$ cat src/rtl/reloc_pkg.sv
package reloc_pkg;
  // Region selector encoding
  typedef enum logic {
    RGN_PRIVATE = 1'b0,
    RGN_SHARED  = 1'b1
  } region_e;

  // Register field selector for the load port
  typedef enum logic {
    FLD_BASE  = 1'b0,
    FLD_LIMIT = 1'b1
  } field_e;

  // Fault code bit positions
  localparam int unsigned FC_RANGE = 0;
  localparam int unsigned FC_WRAP  = 1;
  localparam int unsigned FC_W     = 2;
  localparam int unsigned NREGIONS = 2;
endpackage

$ cat src/rtl/reloc_bank.sv
module reloc_bank
  import reloc_pkg::*;
#(
  parameter int unsigned ADDR_W = 16,
  parameter int unsigned NSETS  = NREGIONS,
  localparam int unsigned SEL_W = (NSETS > 1) ? $clog2(NSETS) : 1
) (
  input  logic              clk,
  input  logic              rst,
  input  logic              wr_en,
  input  logic [SEL_W-1:0]  wr_set,
  input  logic              wr_field,
  input  logic [ADDR_W-1:0] wr_data,
  input  logic [SEL_W-1:0]  rd_set,
  output logic [ADDR_W-1:0] rd_base,
  output logic [ADDR_W-1:0] rd_limit
);
  logic [NSETS-1:0][ADDR_W-1:0] base_all;
  logic [NSETS-1:0][ADDR_W-1:0] limit_all;

  for (genvar g = 0; g < NSETS; g++) begin : g_set
    logic [ADDR_W-1:0] base_r;
    logic [ADDR_W-1:0] limit_r;
    logic              hit;

    assign hit = wr_en && (wr_set == SEL_W'(g));

    always_ff @(posedge clk) begin
      if (rst) begin
        base_r  <= '0;
        limit_r <= '0;
      end else if (hit) begin
        if (wr_field == FLD_BASE) base_r  <= wr_data;
        else                      limit_r <= wr_data;
      end
    end

    assign base_all[g]  = base_r;
    assign limit_all[g] = limit_r;
  end

  // Read side sees the registered values, so a load in this cycle is not visible yet
  assign rd_base  = base_all[rd_set];
  assign rd_limit = limit_all[rd_set];
endmodule

$ cat src/rtl/reloc_xlate.sv
module reloc_xlate #(
  parameter int unsigned DISP_W = 12,
  parameter int unsigned ADDR_W = 16,
  localparam int unsigned PAD_W = ADDR_W - DISP_W
) (
  input  logic [DISP_W-1:0] disp,
  input  logic [ADDR_W-1:0] base,
  input  logic [ADDR_W-1:0] limit,
  output logic [ADDR_W-1:0] phys,
  output logic              range_err,
  output logic              wrap_err
);
  logic [ADDR_W-1:0] disp_ext;
  logic [ADDR_W:0]   sum;

  if (PAD_W > 0) begin : g_pad
    assign disp_ext = {{PAD_W{1'b0}}, disp};
  end else begin : g_nopad
    assign disp_ext = disp_ext_full(disp);
  end

  function automatic logic [ADDR_W-1:0] disp_ext_full(input logic [DISP_W-1:0] d);
    return ADDR_W'(d);
  endfunction

  always_comb begin
    sum       = {1'b0, base} + {1'b0, disp_ext};
    phys      = sum[ADDR_W-1:0];
    wrap_err  = sum[ADDR_W];
    range_err = (disp_ext >= limit);
  end
endmodule

$ cat src/rtl/reloc_outreg.sv
module reloc_outreg
  import reloc_pkg::*;
#(
  parameter int unsigned ADDR_W = 16
) (
  input  logic              clk,
  input  logic              rst,
  input  logic              valid,
  input  logic              write,
  input  logic [ADDR_W-1:0] phys,
  input  logic              range_err,
  input  logic              wrap_err,
  output logic              mem_req,
  output logic              mem_write,
  output logic [ADDR_W-1:0] mem_addr,
  output logic              fault,
  output logic [FC_W-1:0]   fault_code
);
  logic any_err;
  assign any_err = range_err || wrap_err;

  always_ff @(posedge clk) begin
    if (rst) begin
      mem_req    <= 1'b0;
      mem_write  <= 1'b0;
      mem_addr   <= '0;
      fault      <= 1'b0;
      fault_code <= '0;
    end else begin
      mem_req    <= valid && !any_err;
      mem_write  <= valid && !any_err && write;
      mem_addr   <= (valid && !any_err) ? phys : '0;
      fault      <= valid && any_err;
      fault_code[FC_RANGE] <= valid && range_err;
      fault_code[FC_WRAP]  <= valid && wrap_err;
    end
  end
endmodule

$ cat src/rtl/reloc_guard.sv
module reloc_guard
  import reloc_pkg::*;
#(
  parameter int unsigned DISP_W = 12,
  parameter int unsigned ADDR_W = 16
) (
  input  logic              clk,
  input  logic              rst,
  input  logic              acc_valid,
  input  logic              acc_write,
  input  logic              acc_region,
  input  logic [DISP_W-1:0] acc_disp,
  input  logic              ld_en,
  input  logic              ld_region,
  input  logic              ld_field,
  input  logic [ADDR_W-1:0] ld_value,
  output logic              mem_req,
  output logic              mem_write,
  output logic [ADDR_W-1:0] mem_addr,
  output logic              fault,
  output logic [1:0]        fault_code
);
  logic [ADDR_W-1:0] cur_base;
  logic [ADDR_W-1:0] cur_limit;
  logic [ADDR_W-1:0] phys;
  logic              range_err;
  logic              wrap_err;

  reloc_bank #(.ADDR_W(ADDR_W), .NSETS(NREGIONS)) u_bank (
    .clk      (clk),
    .rst      (rst),
    .wr_en    (ld_en),
    .wr_set   (ld_region),
    .wr_field (ld_field),
    .wr_data  (ld_value),
    .rd_set   (acc_region),
    .rd_base  (cur_base),
    .rd_limit (cur_limit)
  );

  reloc_xlate #(.DISP_W(DISP_W), .ADDR_W(ADDR_W)) u_xlate (
    .disp      (acc_disp),
    .base      (cur_base),
    .limit     (cur_limit),
    .phys      (phys),
    .range_err (range_err),
    .wrap_err  (wrap_err)
  );

  reloc_outreg #(.ADDR_W(ADDR_W)) u_out (
    .clk        (clk),
    .rst        (rst),
    .valid      (acc_valid),
    .write      (acc_write),
    .phys       (phys),
    .range_err  (range_err),
    .wrap_err   (wrap_err),
    .mem_req    (mem_req),
    .mem_write  (mem_write),
    .mem_addr   (mem_addr),
    .fault      (fault),
    .fault_code (fault_code)
  );
endmodule

$ cat config.mk
export PLATFORM = sky130hd
export DESIGN_NAME = reloc_guard
export DESIGN_NICKNAME = d
export VERILOG_FILES = /design/src/rtl/reloc_pkg.sv /design/src/rtl/reloc_bank.sv /design/src/rtl/reloc_xlate.sv /design/src/rtl/reloc_outreg.sv /design/src/rtl/reloc_guard.sv
export SDC_FILE = /design/constraint.sdc
export NUM_CORES = 1
export LEC_CHECK = 0
export BUFFER_PORTS_ARGS = -buffer_cell sky130_fd_sc_hd__clkbuf_2
export CORE_MARGIN = 2
export CORE_UTILIZATION = 60
export DETAILED_ROUTE_END_ITERATION = 10
export PLACE_DENSITY = 0.8
export SLEW_MARGIN = 20
export SYNTH_ARGS = -nofsm -noshare
export SYNTH_HDL_FRONTEND = slang
export SYNTH_HIERARCHICAL = 1
export SYNTH_SLANG_ARGS = --single-unit
$ cat constraint.sdc
create_clock -name clk -period 7.5 [get_ports clk]
set_input_delay 1.125 -clock clk [delete_from_list [all_inputs] [get_ports clk]]
set_output_delay 1.125 -clock clk [all_outputs]
set_load 0.01 [all_outputs]
* Word-level counts from Yosys, hierarchy flattened *
Index checks and enable logic that the tools add are counted.
W data, S select, Z words.

storage, ports and cells
  bits in registers = 85
  bits of input ports = 36
  output and inout port bits = 21

cells by class
  $add $sub $neg = 1
  $lt $le $gt $ge = 2
  multiplexer cells = 4
  bitwise logic cells = 3
  reductions and logical operators = 14

operator list
  kind                  count
  $mux W16              4
  $add A16 B12 Y17      1
  $ge A12 B16 Y1        1
  $reduce_and A2 Y1     4
  $logic_and A1 B1 Y1   7
  $not A1 Y1            3
  $lt A1 B2 Y1 const B  1
  $reduce_or A2 Y1      1
  $logic_not A1 Y1      1
  $logic_or A1 B1 Y1    1

* Logic depth before layout (Yosys ltp) *
Gate-level depths: netlist of the first run.

  depth after elaboration = 8
  gate-level depth with buffers = 13
  mapped depth without buffers = 10

* Hierarchy *
Netlist of the first run, hierarchy kept.

modules (own cells, without submodules)
  module        instances  cells each  area an instance (um^2)
  reloc_bank    1          263         2922.8
  reloc_xlate   1          114         872.1
  reloc_outreg  1          44          613.1

* Worst setup path before layout of the first run *
OpenSTA, ideal clock, no wires.

  path type = input to register
  from = in acc_region
  to = reg u_out.mem_addr[1]
  setup time = 0.057 ns
  data arrival time = 4.116 ns
  required time = 7.443 ns
  path slack = 3.326 ns
  stages on the path = 13
  cells stage by stage = clkbuf_1 -> buf_2 -> mux2_2 -> ha_1 -> fa_1 -> a21o_1 -> a221oi_2 -> o21ai_1 -> a21oi_1 -> nor3b_1 -> nor4b_4 -> buf_6 -> and2_2

on the way
  word-level cells in the longest chain between the ends = 8
  elaborated cells between the ends (all ways) = 11
  classes of those cells = add/sub: 1; order compare: 1; mux: 4; bitwise: 1; reduce/logical: 4

ends and longest elaborated chain
  element                                      RTL line            RTL
  from (decl)                                  reloc_guard.sv:11   input logic acc_region,
  $mux W16 (not written as such) (2 in a row)  reloc_bank.sv:43    assign rd_base = base_all[rd_set];
  named net cur_base[0]                        reloc_guard.sv:23   logic [ADDR_W-1:0] cur_base;
  $add A16 B12 Y17                             reloc_xlate.sv:27   sum = {1'b0, base} + {1'b0, disp_ext};
  named net wrap_err                           reloc_guard.sv:27   logic wrap_err;
  $logic_or A1 B1 Y1                           reloc_outreg.sv:20  assign any_err = range_err || wrap_err;
  $logic_not A1 Y1                             reloc_outreg.sv:32  mem_addr <= (valid && !any_err) ? phys : '0;
  $logic_and A1 B1 Y1                          reloc_outreg.sv:32
  $not A1 Y1 (no source line)                  n/a
  $reduce_or A2 Y1 (no source line)            n/a
  to (signal assigned)                         reloc_outreg.sv:32
  to (decl)                                    reloc_outreg.sv:15  output logic [ADDR_W-1:0] mem_addr,

The timed path passes the listed nets, and every way through them passes these cells. The select of a mux whose other input is x is not followed.
A chain may end at the register's enable or synchronous reset.

* Worst setup path in the final report of the first run *
  from = in acc_region
  to = reg u_out.mem_addr[9]

The elaborated chain is that of the path after synthesis.

==> flow_summary.ini, run 1 <==
[cells_and_area]
final_nets = 534
syn_to_final_growth_pct = 12.1
drive_above_1_share_pct = 26.3
antenna_cells = 0
stdcell_count = 575
fillers = 572

[worst_setup_path]
max_stage_delay_ns = 0.60
critPathMaxFanout = 19
cp_cell_sequence = clkbuf_2 > buf_4 > mux2_2 > ha_1 > fa_1 > a21o_1 > a221oi_2 > o21ai_1 > a21oi_1 > nor3b_1 > nor4b_4 > and2_2
end_kind = flop
r2r_slack_ns = 4.20
critPathRequiredTime_ns = 7.80
critPathKind = primary input to flop
cp.arrival_ns = 4.83
cp-start-kind = primary input
slowest_stage = nor4b_4

[logic_synthesis]
ys_ff_latch = 85
synth_cells = 421
synth_area_sq_um = 4410
syn_avg_cell_area_sq_um = 10.5
seq_area_frac_synth_pct = 38.6
yosys_warnings = 6
synth_cell_types = 46
synth_edf_count = 0
synthArstFlopShare_pct = 0
syn-num-nets = 482
synthFlopType = dfxtp_1

[global_routing]
grt_max_degree = 85
grt_overflow_total = 0
grtUsageTotal_pct = 22.7
grt_first_pass_wirelength_mm = 14.8
first_global_vias = 3110
grt_antenna_before_repair = 0

[sta]
relSlewSlack_pct = 51.0
max_freq_mhz = 221
setup_tns_ns = 0
rsz0062_at_grt = no
fin_skew_ns = 0.00572
final_hold_viol_count = 0
worst_slack_ns = 2.97
period_needed_ns = 4.53
worst_pin_slew_ns = 0.732
finalSetupViolations = 0
fin_crit_sh_pct = 60.4
slew_viol_final = 0

[clocking]
ctsHoldBuffers = 0
clockBufferDepth = 2
cts-resized-gates = 0
h-tree-depth = 3
cts_tree = built
insertion_delay_ns = 0.35
clk_pin_slew_ns = 0.08
clkSinkCount = 85
cts_root_buffer = clkbuf_8
post_cts_buffers = 0
cts_inserted_buffers = 9

[drt]
vias_per_cell = 5.35
detail_route.wl_per_cell_um = 15.1
vias = 3077
ant_nets = 0
drt-total-wl_mm = 8.68
drtPass1Iterations = 4
route.met2.wl_mm = 4.00
drt-met1-wl_mm = 4.25
drt_iter0_drc = 104
top_layer = met4
wl_met3_um = 286
route.detailed.drc = 0

[floorplanning]
die_h_um = 89.7
die_x_um = 89.7
num_rows = 31
coreArea_sq_um = 7180
initial_core_util_pct = 61.4
io_pins = 57
die-area_sq_um = 8050

[placed_design]
gp_congestion = 0.895
io_buffers = 56
place_inst = 561
dp_worst_setup_slack_ns = 2.62
dp_hpwl_mm = 6.34

[run]
drv_cap = 0

[worst_hold_path]
hold_class = flop to flop

[power_and_ir_drop]
ir_drop_mv = 0.0991
power.total_uw = 941
power_density_nw_per_um2 = 190
power_leakage_nw = 2.33

[outcome]
status = completed
## Yosys cell counts (4+ instances only)
cell type / number / area share [%]
dfxtp_1: 85 / 39
nand2b_1: 81 / 11
mux2i_1: 64 / 15
mux2_2: 30 / 7.7
ha_1: 24 / 6.8
and2_2: 17 / 2.9
inv_1: 14 / 1.2
a21oi_1: 13 / 1.5
clkbuf_1: 9 / 0.77
xnor2_1: 9 / 1.8
nand2_1: 6 / 0.51
a21o_1: 5 / 0.85
buf_2: 5 / 0.57
nor2_1: 5 / 0.43
xor2_1: 5 / 0.99
o21ai_0: 4 / 0.45
## registers in the layout, indices dropped and copies added (netlist names)
name,count
u_out/fault,1
u_bank/g_set.limit_r,32
u_out/mem_write,1
u_out/mem_addr,16
u_bank/g_set.base_r,32
u_out/fault_code,2
u_out/mem_req,1
## stage by stage
step	hold WS [ns]	cell area, sq um	util, %
4_1_cts	0.477	4940	68.9
2_1_floorplan	0.445	4410	-
3_5_place_dp	0.466	4750	66.1
5_1_grt	0.498	4940	68.9
3_3_place_gp	0.457	4730	65.9
6_report	0.474	4940	68.9
## path summary, 6_finish.rpt
kind	end	cells after the start	from
min reg2reg	u_bank/g_set[0].limit_r[8]	2	u_bank/g_set[0].limit_r[8]
max	u_out/mem_addr[9]	12	acc_region
max reg2reg	u_out/mem_addr[9]	10	u_bank/g_set[0].base_r[0]
min	u_bank/g_set[0].limit_r[8]	2	u_bank/g_set[0].limit_r[8]
## cell families after synthesis
family | Yosys count | synth area share (%)
adders and majority gates | 25 | 7.27
AOI/OAI and AO/OA | 37 | 5.82
muxes | 96 | 22.7
xor gates and xnor gates | 14 | 2.78
buffers and inverters | 32 | 3.38
and+or+nand+nor | 132 | 19.4
DFF | 85 | 38.6
## routing by layer
metal / global-route usage (%) / vias up
met5: 0 / -
li1: - / 1559
met2: 36.7 / 60
met1: 30.9 / 1448
met4: 8.33 / 0
met3: 3.60 / 10
## where the power goes
| part | switching (mW) | total (mW) | leakage, nW | internal [mW] |
|---|---|---|---|---|
| clock | 0.153 | 0.338 | 0.0965 | 0.185 |
| sequential | 0.00735 | 0.476 | 0.691 | 0.468 |
| combinational | 0.0661 | 0.127 | 1.55 | 0.0612 |
| total | 0.226 | 0.941 | 2.33 | 0.714 |
## cell type report
cell class / count / area (sq um) / area share [%]
sequential: 85 / 1700 / 34.4
clock inverter: 2 / 60.1 / 1.22
multi-input combinational: 304 / 2560 / 51.8
timing repair buffer: 59 / 310 / 6.28
clock buffer: 12 / 135 / 2.73
tap: 99 / 124 / 2.51
inverter: 14 / 52.6 / 1.06
## critical path: cells and delay by family
kind / cells / cell delay (ns)
buf+inv: 2 / 0.66
mux: 1 / 0.38
fa+ha+maj: 2 / 0.62
simple gates: 3 / 1.00
compound gates: 4 / 1.03
## cell usage in the layout (no fill, tap or decap), types with 6 or more instances in the layout
cell type / synthesis / layout
dfxtp_1: 85 / 85
nand2b_1: 81 / 81
mux2i_1: 64 / 64
clkbuf_2: 0 / 56
mux2_2: 30 / 30
ha_1: 24 / 24
and2_2: 17 / 17
inv_1: 14 / 14
a21oi_1: 13 / 13
clkbuf_8: 0 / 9
xnor2_1: 9 / 9
nand2_1: 6 / 6
Note: power is estimated with default switching activity, not from simulation.
==> run 2, diff against run 1 <==
CORE_UTILIZATION = 52   (was 60)
PLACE_DENSITY = 0.74   (was 0.8)
clock period = 3.7 ns   (was 7.5 ns; I/O delays follow)
==> flow_summary.ini, run 2 (synthesis results as in run 1) <==
[outcome]
status = completed

[clocking]
cts_inserted_buffers = 9
cts-resized-gates = 0
cts_root_buffer = clkbuf_8
clkSinkCount = 85
cts_tree = built
clockBufferDepth = 2
insertion_delay_ns = 0.37
post_cts_buffers = 0
clk_pin_slew_ns = 0.09
ctsHoldBuffers = 0
h-tree-depth = 3

[sta]
relSlewSlack_pct = 49.0
finalSetupViolations = 0
worst_slack_ns = 0.520
final_hold_viol_count = 0
rsz0062_at_grt = no
worst_pin_slew_ns = 0.765
setup_tns_ns = 0
max_freq_mhz = 314
hold_slack_ns = 0.413
slew_viol_final = 0
period_needed_ns = 3.18
fin_crit_sh_pct = 86.0
fin_skew_ns = 0.0101

[global_routing]
grtUsageTotal_pct = 20.3
grt_antenna_before_repair = 0
grt_max_degree = 85
grt_first_pass_wirelength_mm = 14.2
grt_overflow_total = 0
first_global_vias = 2993

[drt]
vias = 3089
drt-total-wl_mm = 8.96
vias_per_cell = 5.27
route.detailed.drc = 0
drtPass1Iterations = 4
detail_route.wl_per_cell_um = 15.3
drt_iter0_drc = 132
ant_nets = 0

[worst_hold_path]
hold_class = primary input to flop

[placed_design]
gp_congestion = 0.863
place_area_sq_um = 4770
dp_worst_setup_slack_ns = 0.177
dp_hpwl_mm = 6.42
place_inst = 570
io_buffers = 56

[worst_setup_path]
critPathKind = primary input to flop
slowest_stage = a2111oi_0
max_stage_delay_ns = 0.48
critPathMaxFanout = 18
critPathRequiredTime_ns = 4.01
crit_path_frequent_cell = buf_4
cp.arrival_ns = 3.49
cp-start-kind = primary input
end_kind = flop
cp_cell_sequence = clkbuf_2 > buf_4 > mux2_2 > inv_1 > ha_1 > a21o_1 > a211o_1 > a2111oi_0 > nor3_1 > nor4b_4 > buf_4 > and2_2

[cells_and_area]
post-route-util_pct = 60.6
antenna_cells = 0
syn_to_final_growth_pct = 12.9
top_regs = u_bank/g_set.base_r x32, u_bank/g_set.limit_r x32, u_out/mem_addr x16
final_nets = 537
layout_commonest_cell = dfxtp_1
mostFrequentLayoutCells = 85 x dfxtp_1, 81 x nand2b_1, 64 x mux2i_1
drive_above_1_share_pct = 27.7
design_area_sq_um = 4980
stdcell_count = 586

[power_and_ir_drop]
ir_drop_mv = 0.164
power_density_nw_per_um2 = 385
power.total_mw = 1.92
power_leakage_nw = 2.35

[floorplanning]
die-area_sq_um = 9230
coreArea_sq_um = 8220
num_rows = 33
io_pins = 57
die_h_um = 96.1
initial_core_util_pct = 53.6
die_x_um = 96.1

[run]
drv_cap = 0
==> run 2: critical path, delay by kind of cell <==
family                     cells  cell delay [ns]
adders and majority gates      1             0.22
and+or+nand+nor                3             0.66
muxes                          1             0.35
buffers and inverters          4             0.76
AOI/OAI and AO/OA              3             0.93
==> run 2: where the power goes <==
| part | switching (mW) | internal [mW] | total [mW] |
|---|---|---|---|
| logic | 0.136 | 0.125 | 0.261 |
| clock network | 0.370 | 0.321 | 0.691 |
| registers | 0.0149 | 0.949 | 0.964 |
| total | 0.520 | 1.40 | 1.92 |
==> run 2: worst paths after layout <==
kind	cells past startpoint	endpoint	from	slack [ns]
worst max-delay path	12	u_out/mem_addr[4]	acc_region	0.52
worst min-delay path	2	u_out/mem_write	acc_write	0.41
worst max register to register	11	u_out/mem_addr[4]	u_bank/g_set[1].base_r[0]	0.75
worst min register to register	2	u_bank/g_set[0].limit_r[7]	u_bank/g_set[0].limit_r[7]	0.48
==> run 2: metal layers <==
metal,GRT usage [%],vias to the layer above,wire length (um)
met4,7.14,0,123
met3,3.29,13,398
met2,32.6,71,4050
met1,27.5,1449,4390
li1,-,1556,-
met5,0,-,0
==> run 2: final cells by class <==
class	count	area (sq um)
inverter	14	52.6
multi-input combinational	304	2560
timing repair buffer	62	328
clock inverter	7	81.3
fill	705	3240
sequential	85	1700
clock buffer	9	124
tap	105	131
